$ cat src/rtl/rsqrt_prenorm.sv
module rsqrt_prenorm #(
  parameter int W = 16
) (
  input  logic                        clk,
  input  logic                        rst_n,
  input  logic                        start_i,
  input  logic [W-1:0]                operand_i,
  output logic                        busy_o,
  output logic                        done_o,
  output logic [W-1:0]                norm_o,
  output logic [$clog2(W/2)-1:0]      steps_o,
  output logic                        zero_o,
  input  logic [W-1:0]                res_i,
  output logic [W-1:0]                res_o
);
  localparam int CW = $clog2(W/2);

  logic          busy_q, done_q, zero_q;
  logic [W-1:0]  val_q;
  logic [CW-1:0] cnt_q;
  logic [2*W-1:0] wide;

  always_ff @(posedge clk or negedge rst_n) begin
    if (!rst_n) begin
      busy_q <= 1'b0;
      done_q <= 1'b0;
      zero_q <= 1'b0;
      val_q  <= '0;
      cnt_q  <= '0;
    end else begin
      done_q <= 1'b0;
      if (!busy_q) begin
        if (start_i) begin
          val_q  <= operand_i;
          cnt_q  <= '0;
          zero_q <= 1'b0;
          busy_q <= 1'b1;
        end
      end else if (|val_q[W-1:W-2]) begin
        busy_q <= 1'b0;
        done_q <= 1'b1;
      end else if (val_q == '0) begin
        busy_q <= 1'b0;
        done_q <= 1'b1;
        zero_q <= 1'b1;
      end else begin
        val_q <= val_q << 2;
        cnt_q <= cnt_q + CW'(1);
      end
    end
  end

  assign wide    = {{W{1'b0}}, res_i} << cnt_q;
  assign res_o   = (|wide[2*W-1:W]) ? {W{1'b1}} : wide[W-1:0];
  assign busy_o  = busy_q;
  assign done_o  = done_q;
  assign norm_o  = val_q;
  assign steps_o = cnt_q;
  assign zero_o  = zero_q;
endmodule

$ cat config.mk
export PLATFORM = sky130hd
export DESIGN_NAME = rsqrt_prenorm
export DESIGN_NICKNAME = d
export VERILOG_FILES = /design/src/rtl/rsqrt_prenorm.sv
export SDC_FILE = /design/constraint.sdc
export NUM_CORES = 1
export LEC_CHECK = 0
export BUFFER_PORTS_ARGS = -buffer_cell sky130_fd_sc_hd__buf_4
export CORE_MARGIN = 4
export CORE_UTILIZATION = 30
export CTS_BUF_LIST = sky130_fd_sc_hd__clkbuf_4 sky130_fd_sc_hd__clkbuf_8 sky130_fd_sc_hd__clkbuf_16
export DETAILED_ROUTE_END_ITERATION = 7
export PLACE_DENSITY = 0.62
export SYNTH_ARGS = -nofsm -noshare
export SYNTH_HDL_FRONTEND = slang
export SYNTH_SLANG_ARGS = --single-unit
export TNS_END_PERCENT = 1
$ cat constraint.sdc
create_clock -name clk -period 2.05 [get_ports clk]
set_input_delay 0.3075 -clock clk [delete_from_list [all_inputs] [get_ports clk]]
set_output_delay 0.3075 -clock clk [all_outputs]
set_load 0.005 [all_outputs]
==> results of run 1 <==
-- power by group --
part | internal [mW] | total [mW] | switching (mW)
registers | 0.628 | 0.853 | 0.225
logic | 1.32 | 2.34 | 1.02
clock network | 0.261 | 0.398 | 0.138
total | 2.21 | 3.59 | 1.38
-- per-layer routing --
metal / vias up / global-route usage (%) / share of wire (%)
met5: - / 0 / 0
met4: 0 / 2.49 / 0.72
met3: 2 / 1.97 / 5.3
met2: 49 / 22.1 / 47
met1: 830 / 23.0 / 47
li1: 817 / - / -
-- layout make-up --
type	instances	area share [%]
clock buffer	3	1.66
sequential	22	22.2
inverter	4	0.604
timing repair buffer	90	28.5
tap	70	3.52
multi-input combinational	132	42.3
clock inverter	1	1.21
-- state kept, by name, summed over array words and instances, names as in the netlist --
name,count
busy_o,1
done_o,1
norm_o,16
steps_o,3
zero_o,1
-- cell usage after synthesis --
| master | number | area share (%) |
|---|---|---|
| a21boi_0 | 1 | 0.46 |
| a21oi_1 | 2 | 0.61 |
| a221o_1 | 1 | 0.61 |
| a22o_1 | 2 | 1.1 |
| a31o_2 | 1 | 0.53 |
| a31oi_1 | 1 | 0.38 |
| a31oi_4 | 1 | 1.3 |
| buf_2 | 2 | 0.61 |
| buf_4 | 1 | 0.46 |
| buf_6 | 3 | 2.1 |
| clkbuf_1 | 7 | 1.6 |
| clkbuf_8 | 1 | 0.84 |
| dfrtp_1 | 22 | 34 |
| ha_1 | 1 | 0.76 |
| inv_1 | 4 | 0.92 |
| mux2_2 | 6 | 4.1 |
| mux2i_1 | 22 | 13 |
| nand2_1 | 21 | 4.8 |
| nand3_1 | 5 | 1.5 |
| nand4_1 | 2 | 0.76 |
| nor2_1 | 7 | 1.6 |
| nor2b_1 | 4 | 1.5 |
| nor4_1 | 3 | 1.1 |
| nor4b_1 | 1 | 0.53 |
| o211ai_1 | 8 | 3.7 |
| o211ai_2 | 1 | 0.76 |
| o21ai_0 | 13 | 4.0 |
| o221a_1 | 8 | 5.5 |
| o221a_2 | 4 | 2.7 |
| o221ai_1 | 1 | 0.53 |
| o311ai_0 | 1 | 0.53 |
| o31ai_1 | 1 | 0.46 |
| o41ai_2 | 1 | 0.99 |
| or2_2 | 1 | 0.38 |
| or3_1 | 5 | 1.9 |
| or3_2 | 7 | 3.2 |
-- through the flow --
| stage | cell area [µm²] | instances |
|---|---|---|
| after floorplan | 1640 | 172 |
| after global placement | 2280 | 313 |
| after detailed placement | 2280 | 313 |
| after CTS | 2450 | 320 |
| after global routing | 2480 | 322 |
| final | 2480 | 322 |
-- kinds of logic after synthesis --
family,after synthesis
adders and majority gates,1
AOI/OAI and AO/OA,47
DFF,22
and+or+nand+nor,56
muxes,28
buffers and inverters,18
-- what timing repair did --
action,in CTS,in global routing
setup endpoints to repair,16,16
hold endpoints to repair,22,0
hold buffers,1,0
gates resized for setup,11,11
gates cloned,1,0
pin swaps,4,3
setup buffers,1,3
-- worst max path at each step --
stage                           startpoint        end  cells after the start  slack (ns)
detailed placement  steps_o[1]$_DFFE_PN0P_   res_o[5]                      6        0.03
global placement    steps_o[1]$_DFFE_PN0P_   res_o[5]                      6        0.06
floorplan           steps_o[1]$_DFFE_PN0P_  res_o[10]                      5        0.20
CTS                 steps_o[1]$_DFFE_PN0P_   res_o[6]                      9       -0.20
finish              steps_o[1]$_DFFE_PN0P_  res_o[15]                      7       -0.15
global route        steps_o[1]$_DFFE_PN0P_  res_o[15]                      7       -0.22
==> summary.txt, run 1 <==
Synth
  – Mean post-synth cell area: 9.52 µm²
  – Simple-Gate Fraction of Synth Area: 17.4%
  – Adder-Cell Fraction of Synth Area: 0.764%
  – Largest family of logic cells by synthesized area: compound AO/OA/AOI/OAI gates
  – Syn Nets: 208
  – Post-synthesis register bit count: 22
  – Post-synthesis cell count: 172
  – Seq/Total Area, Yosys: 33.6%
  – Post-synthesis mux area share: 17.6%
  – Synth warn: 0
  – Synth unique cells: 36
  – Synth Area in XOR/XNOR: 0%
  – Synth Area in Compound Gates: 24.1%
  – Netlist Area Pre-Place: between 0.0015 and 0.002 mm²

Critical path
  – CP endpoint kind: output port
  – FF-to-FF End: norm_o[10]$_DFFE_PN0P_
  – FF-to-FF Start: norm_o[11]$_DFFE_PN0P_
  – R2R Setup Slk: 0.26 ns
  – Crit path max fanout: 5
  – CP cell instances: buf_6 > buf_6 > mux2_4 > nand2_2 > o211ai_1 > a221o_1 > buf_4
  – Crit Path Category: flip-flop to output port
  – CP Buf/Inv Count: 3
  – Worst EP arrival: about 1.9 ns
  – CP max stage delay: approximately 0.42 ns
  – Worst Setup Start Kind: flip-flop
  – Crit path max-delay family: compound AO/OA/AOI/OAI gates
  – CP required: approximately 1.7 ns
  – CP most frequent cell: buf_6
  – Slowest cell on the critical path: dfrtp_1
  – Worst R2R Path Depth: 4

Min path
  – Hold Crit Endpoint: norm_o[0]$_DFFE_PN0P_
  – Worst hold path depth: 2
  – Beginning of the worst hold path: operand_i[0]
  – Worst Hold Class: input port to flip-flop

Floorplan
  – Initial core utilization: 31.5%
  – Area of the die: around 0.0067 mm²
  – Cell Rows: 26
  – Die extent in x: 81.9 µm
  – Core Area: 0.00520 mm²
  – Die height: 81.9 µm
  – IO Pins: 73

Drt
  – First-pass iteration count of the detailed router: 4
  – Vias per cell: 5.27
  – Wire per inst: 15.5 µm
  – Routed wire length: around 5000 µm
  – Remaining antenna violation count: 0
  – Initial DRC count: 122
  – Routed via count: approximately 1700
  – Drc violations: 0

STA
  – Pins Over Slew Limit: 0
  – Fmax: 0.454 GHz
  – Setup_tns: -1.94 ns
  – Fin crit period: 2.20 ns
  – Final Hold Slack: 0.269 ns
  – Worst Tran Pin Value: 0.474 ns
  – Final setup viols: 16
  – Setup WS post-layout: -0.152 ns
  – Period utilization: 107%
  – Clock Skew: about 0.0072 ns
  – Slew Limit Headroom: 68.3%
  – Unrepaired setup endpoints after global routing: yes
  – Hold Violations, Final: 0

Placement
  – RePlAce Congestion: 0.838
  – Worst slack, placed: 0.0250 ns
  – HPWL after DPL: 3790 µm
  – # port buffers: 72

Outcome
  – Status: complete, but fails checks
  – Failing checks: setup timing

Pwr
  – Pwr per Cell Area: approximately 1400 mW/mm²
  – Max VDD drop: 0.758 mV
  – LEAKAGE: roughly 1.1 nW
  – Tot Pwr: 3.59 mW

Global route
  – Vias in the first global route: 1519
  – Largest net degree at the start of global routing: 24
  – First-pass GRT wire length: 7900 µm
  – Grt total ovfl: 0
  – Antenna violations before repair: 0
  – Total GRT Usage: roughly 15%

CTS
  – Sink Count: 22
  – Clock latency on the worst-skew pair: 0.26 ns
  – Worst-path clk slew: ~0.08 ns
  – Root Driver: clkbuf_8
  – H-tree levels: 1
  – CTS tree: done
  – CTS max path bufs: 2
  – Num CTS Buffers: 3

Finish
  – Commonest non-fill, non-tap cell in the layout: buf_4
  – Area delta synth->final: 51.7%
  – Antenna Cells: 0
  – Area taken by multi-input logic gates: 0.00105 mm²
  – Layout Utilization: 47.7%
  – Layout fillers: 509
  – Nets: approximately 290
  – Share of layout cells above drive strength 1: 48.4%
  – Commonest cells after routing, fill and taps aside: buf_4, dfrtp_1, mux2i_1
  – FF+latch area: 551 µm²

Flow run
  – Max-cap violations: 0
No activity file was read; power rests on OpenSTA's default activity.
==> inputs of run 2 (changes only) <==
--- a/config.mk
+++ b/config.mk
@@ -7,10 +7,11 @@
 export LEC_CHECK = 0
 export BUFFER_PORTS_ARGS = -buffer_cell sky130_fd_sc_hd__buf_4
 export CORE_MARGIN = 4
-export CORE_UTILIZATION = 30
+export CORE_UTILIZATION = 47
 export CTS_BUF_LIST = sky130_fd_sc_hd__clkbuf_4 sky130_fd_sc_hd__clkbuf_8 sky130_fd_sc_hd__clkbuf_16
 export DETAILED_ROUTE_END_ITERATION = 7
-export PLACE_DENSITY = 0.62
+export PLACE_DENSITY = 0.87
+export RECOVER_POWER = 25
 export SYNTH_ARGS = -nofsm -noshare
 export SYNTH_HDL_FRONTEND = slang
 export SYNTH_SLANG_ARGS = --single-unit
==> run 2 against run 1 <==
Highest routed layer unchanged. Critical path depth stayed put. Utilization is 23 points higher. Largest power group unchanged. Global-route usage is 7.9 points higher. Hold slack worse by 0.044 ns. Count of clock-buffer cells in the layout stayed put. Sequential share of layout area is 1.0 points higher. Sequential cell count stayed put. Clock skew is 0.0076 ns higher. Wire length is 4.3% lower. Largest cell class unchanged. Worst setup slack worse by 0.023 ns. Fmax is 1.0% lower. The run still ends with setup timing left.
==> summary.txt, run 2 (synthesis gave the netlist of run 1 again) <==
Outcome
  – Status: complete, but fails checks
  – Failing checks: setup timing

Pwr
  – Reg power frac: approximately a quarter
  – Switching part of the total: 39.1%
  – Clock Power Share: 9.6%
  – Pint: 2.08 mW
  – NetSw: 1.34 mW
  – Tot Pwr: roughly 3.4 mW
  – LEAKAGE: 1.04 nW
  – Max VDD drop: 0.798 mV
  – Pwr per Cell Area: 1440 mW/mm²
  – Share of power burned in combinational logic: 65.6%

Critical path
  – CP most frequent cell: buf_6
  – CP endpoint kind: output port
  – FF-to-FF Start: norm_o[1]$_DFFE_PN0P_
  – Worst Setup Start Kind: flip-flop
  – Crit path max fanout: 9
  – CP max stage delay: 0.42 ns
  – Crit Path Category: flip-flop to output port
  – Slowest cell on the critical path: dfrtp_1
  – Worst EP arrival: 1.92 ns
  – CP startpoint: steps_o[1]$_DFFE_PN0P_
  – CP required: 1.74 ns
  – CP cell instances: buf_6 > o41ai_4 > o221ai_2 > a31oi_4 > buf_6 > o211ai_1 > buf_4

Drt
  – Routed wire length: between 4000 and 5000 µm
  – First-pass iteration count of the detailed router: 4
  – Drc violations: 0
  – Vias per cell: between 5 and 6
  – Wire per inst: 16.2 µm
  – Routed via count: approximately 1700
  – Remaining antenna violation count: 0
  – Initial DRC count: 112

Finish
  – Share of layout cells above drive strength 1: 46.6%
  – Commonest non-fill, non-tap cell in the layout: buf_4
  – Fin cells: 295
  – Commonest cells after routing, fill and taps aside: buf_4, dfrtp_1, nand2_1
  – Design area: 0.00238 mm²
  – Area delta synth->final: 45.1%
  – Antenna Cells: 0
  – Layout Utilization: between 70% and 80%
  – Nets: 286
  – Max reg flops: 16
  – Layout fillers: 272

CTS
  – Root Driver: clkbuf_4
  – Sink Count: 22
  – CTS max path bufs: 2
  – Clock latency on the worst-skew pair: 0.31 ns
  – CTS tree: done
  – H-tree levels: 1
  – Num CTS Buffers: 3
  – Worst-path clk slew: roughly 0.11 ns

Placement
  – Post-Place Cells: around 290
  – RePlAce Congestion: 0.877
  – # port buffers: 72
  – Cell Area, Placed: 0.00221 mm²
  – HPWL after DPL: between 3000 and 4000 µm

Global route
  – Vias in the first global route: approximately 1700
  – First-pass GRT wire length: 7920 µm
  – Total GRT Usage: a little under a quarter
  – Antenna violations before repair: 0
  – Largest net degree at the start of global routing: 24
  – Grt total ovfl: 0

STA
  – Fin crit period: roughly 2.2 ns
  – Period utilization: 109%
  – Unrepaired setup endpoints after global routing: yes
  – Pins Over Slew Limit: 0
  – Final setup viols: 16
  – Fmax: 0.450 GHz
  – Clock Skew: approximately 0.015 ns
  – Slew Limit Headroom: 25.2%
  – Setup_tns: -2.33 ns
  – Worst Tran Pin Value: about 1.1 ns
  – Hold Violations, Final: 0
  – Setup WS post-layout: -0.175 ns

Flow run
  – Max-cap violations: 0

Floorplan
  – Initial core utilization: between 40% and 50%
  – Die height: between 60 and 70 µm
  – IO Pins: 73
  – Die extent in x: around 67 µm
  – Core Area: 0.00336 mm²
  – Area of the die: 0.00449 mm²
  – Cell Rows: 21

Min path
  – Beginning of the worst hold path: operand_i[1]
  – Worst Hold Class: input port to flip-flop
[run 2: changes by cell type in the layout (fill, tap and decap cells not counted), sizes merged]
cell / previous run / this run
clkbuf: 3 / 4
buf: 89 / 85
[run 2: final timing paths]
kind | endpoint | slack [ns] | cells after the start
hold reg to reg | steps_o[0]$_DFFE_PN0P_ | 0.60 | 1
hold / removal | norm_o[1]$_DFFE_PN0P_ | 0.23 | 2
setup / recovery | res_o[11] | -0.17 | 7
max in group asynchronous | steps_o[1]$_DFFE_PN0P_ | 0.65 | 2
setup reg to reg | norm_o[3]$_DFFE_PN0P_ | 0.16 | 4
min in group asynchronous | norm_o[10]$_DFFE_PN0P_ | 0.72 | 2
[run 2: power by group through the flow]
stage               registers (mW)  logic (mW)  clock network (mW)
floorplan                    0.824        1.15                   0
global placement             0.844        2.05                   0
detailed placement           0.842        2.08                   0
CTS                          0.845        2.20               0.334
global route                 0.878        2.46               0.360
finish                       0.846        2.25               0.330
[run 2: repair_timing]
item | 4_1_cts | 5_1_grt
hold endpoints to repair | 22 | 0
setup endpoints to repair | 16 | 16
hold buffers | 1 | 0
pin swaps | 3 | 0
resized for setup | 9 | 5
setup buffers | 4 | 1
[run 2: critical path: cells and delay by family (launching register included)]
family                 cells  cell delay [ns]
AO/OA/AOI/OAI              4             0.73
buffers and inverters      3             0.45
flip-flops                 1             0.42
[run 2: metal layers]
layer / track usage (%) / up-vias / part of all wire, %
li1: - / 812 / -
met1: 30.8 / 846 / 43
met2: 38.2 / 68 / 50
met3: 3.54 / 2 / 7.0
met4: 4.81 / 0 / 0.56
met5: 0 / - / 0
[run 2: metrics by stage]
stage / hold WS, ns / setup slack [ns]
after floorplan: 0.0119 / 0.202
after global placement: 0.205 / 0.103
after detailed placement: 0.206 / 0.0148
after CTS: 0.214 / -0.173
after global routing: 0.208 / -0.306
final: 0.225 / -0.175
[run 2: cell type report]
class	count	area, µm²	share of cell area (%)
sequential	22	551	23.2
inverter	4	15.0	0.632
timing repair buffer	87	667	28.1
tap	46	57.6	2.42
multi-input combinational	132	1030	43.5
clock inverter	1	30.0	1.26
clock buffer	3	22.5	0.948
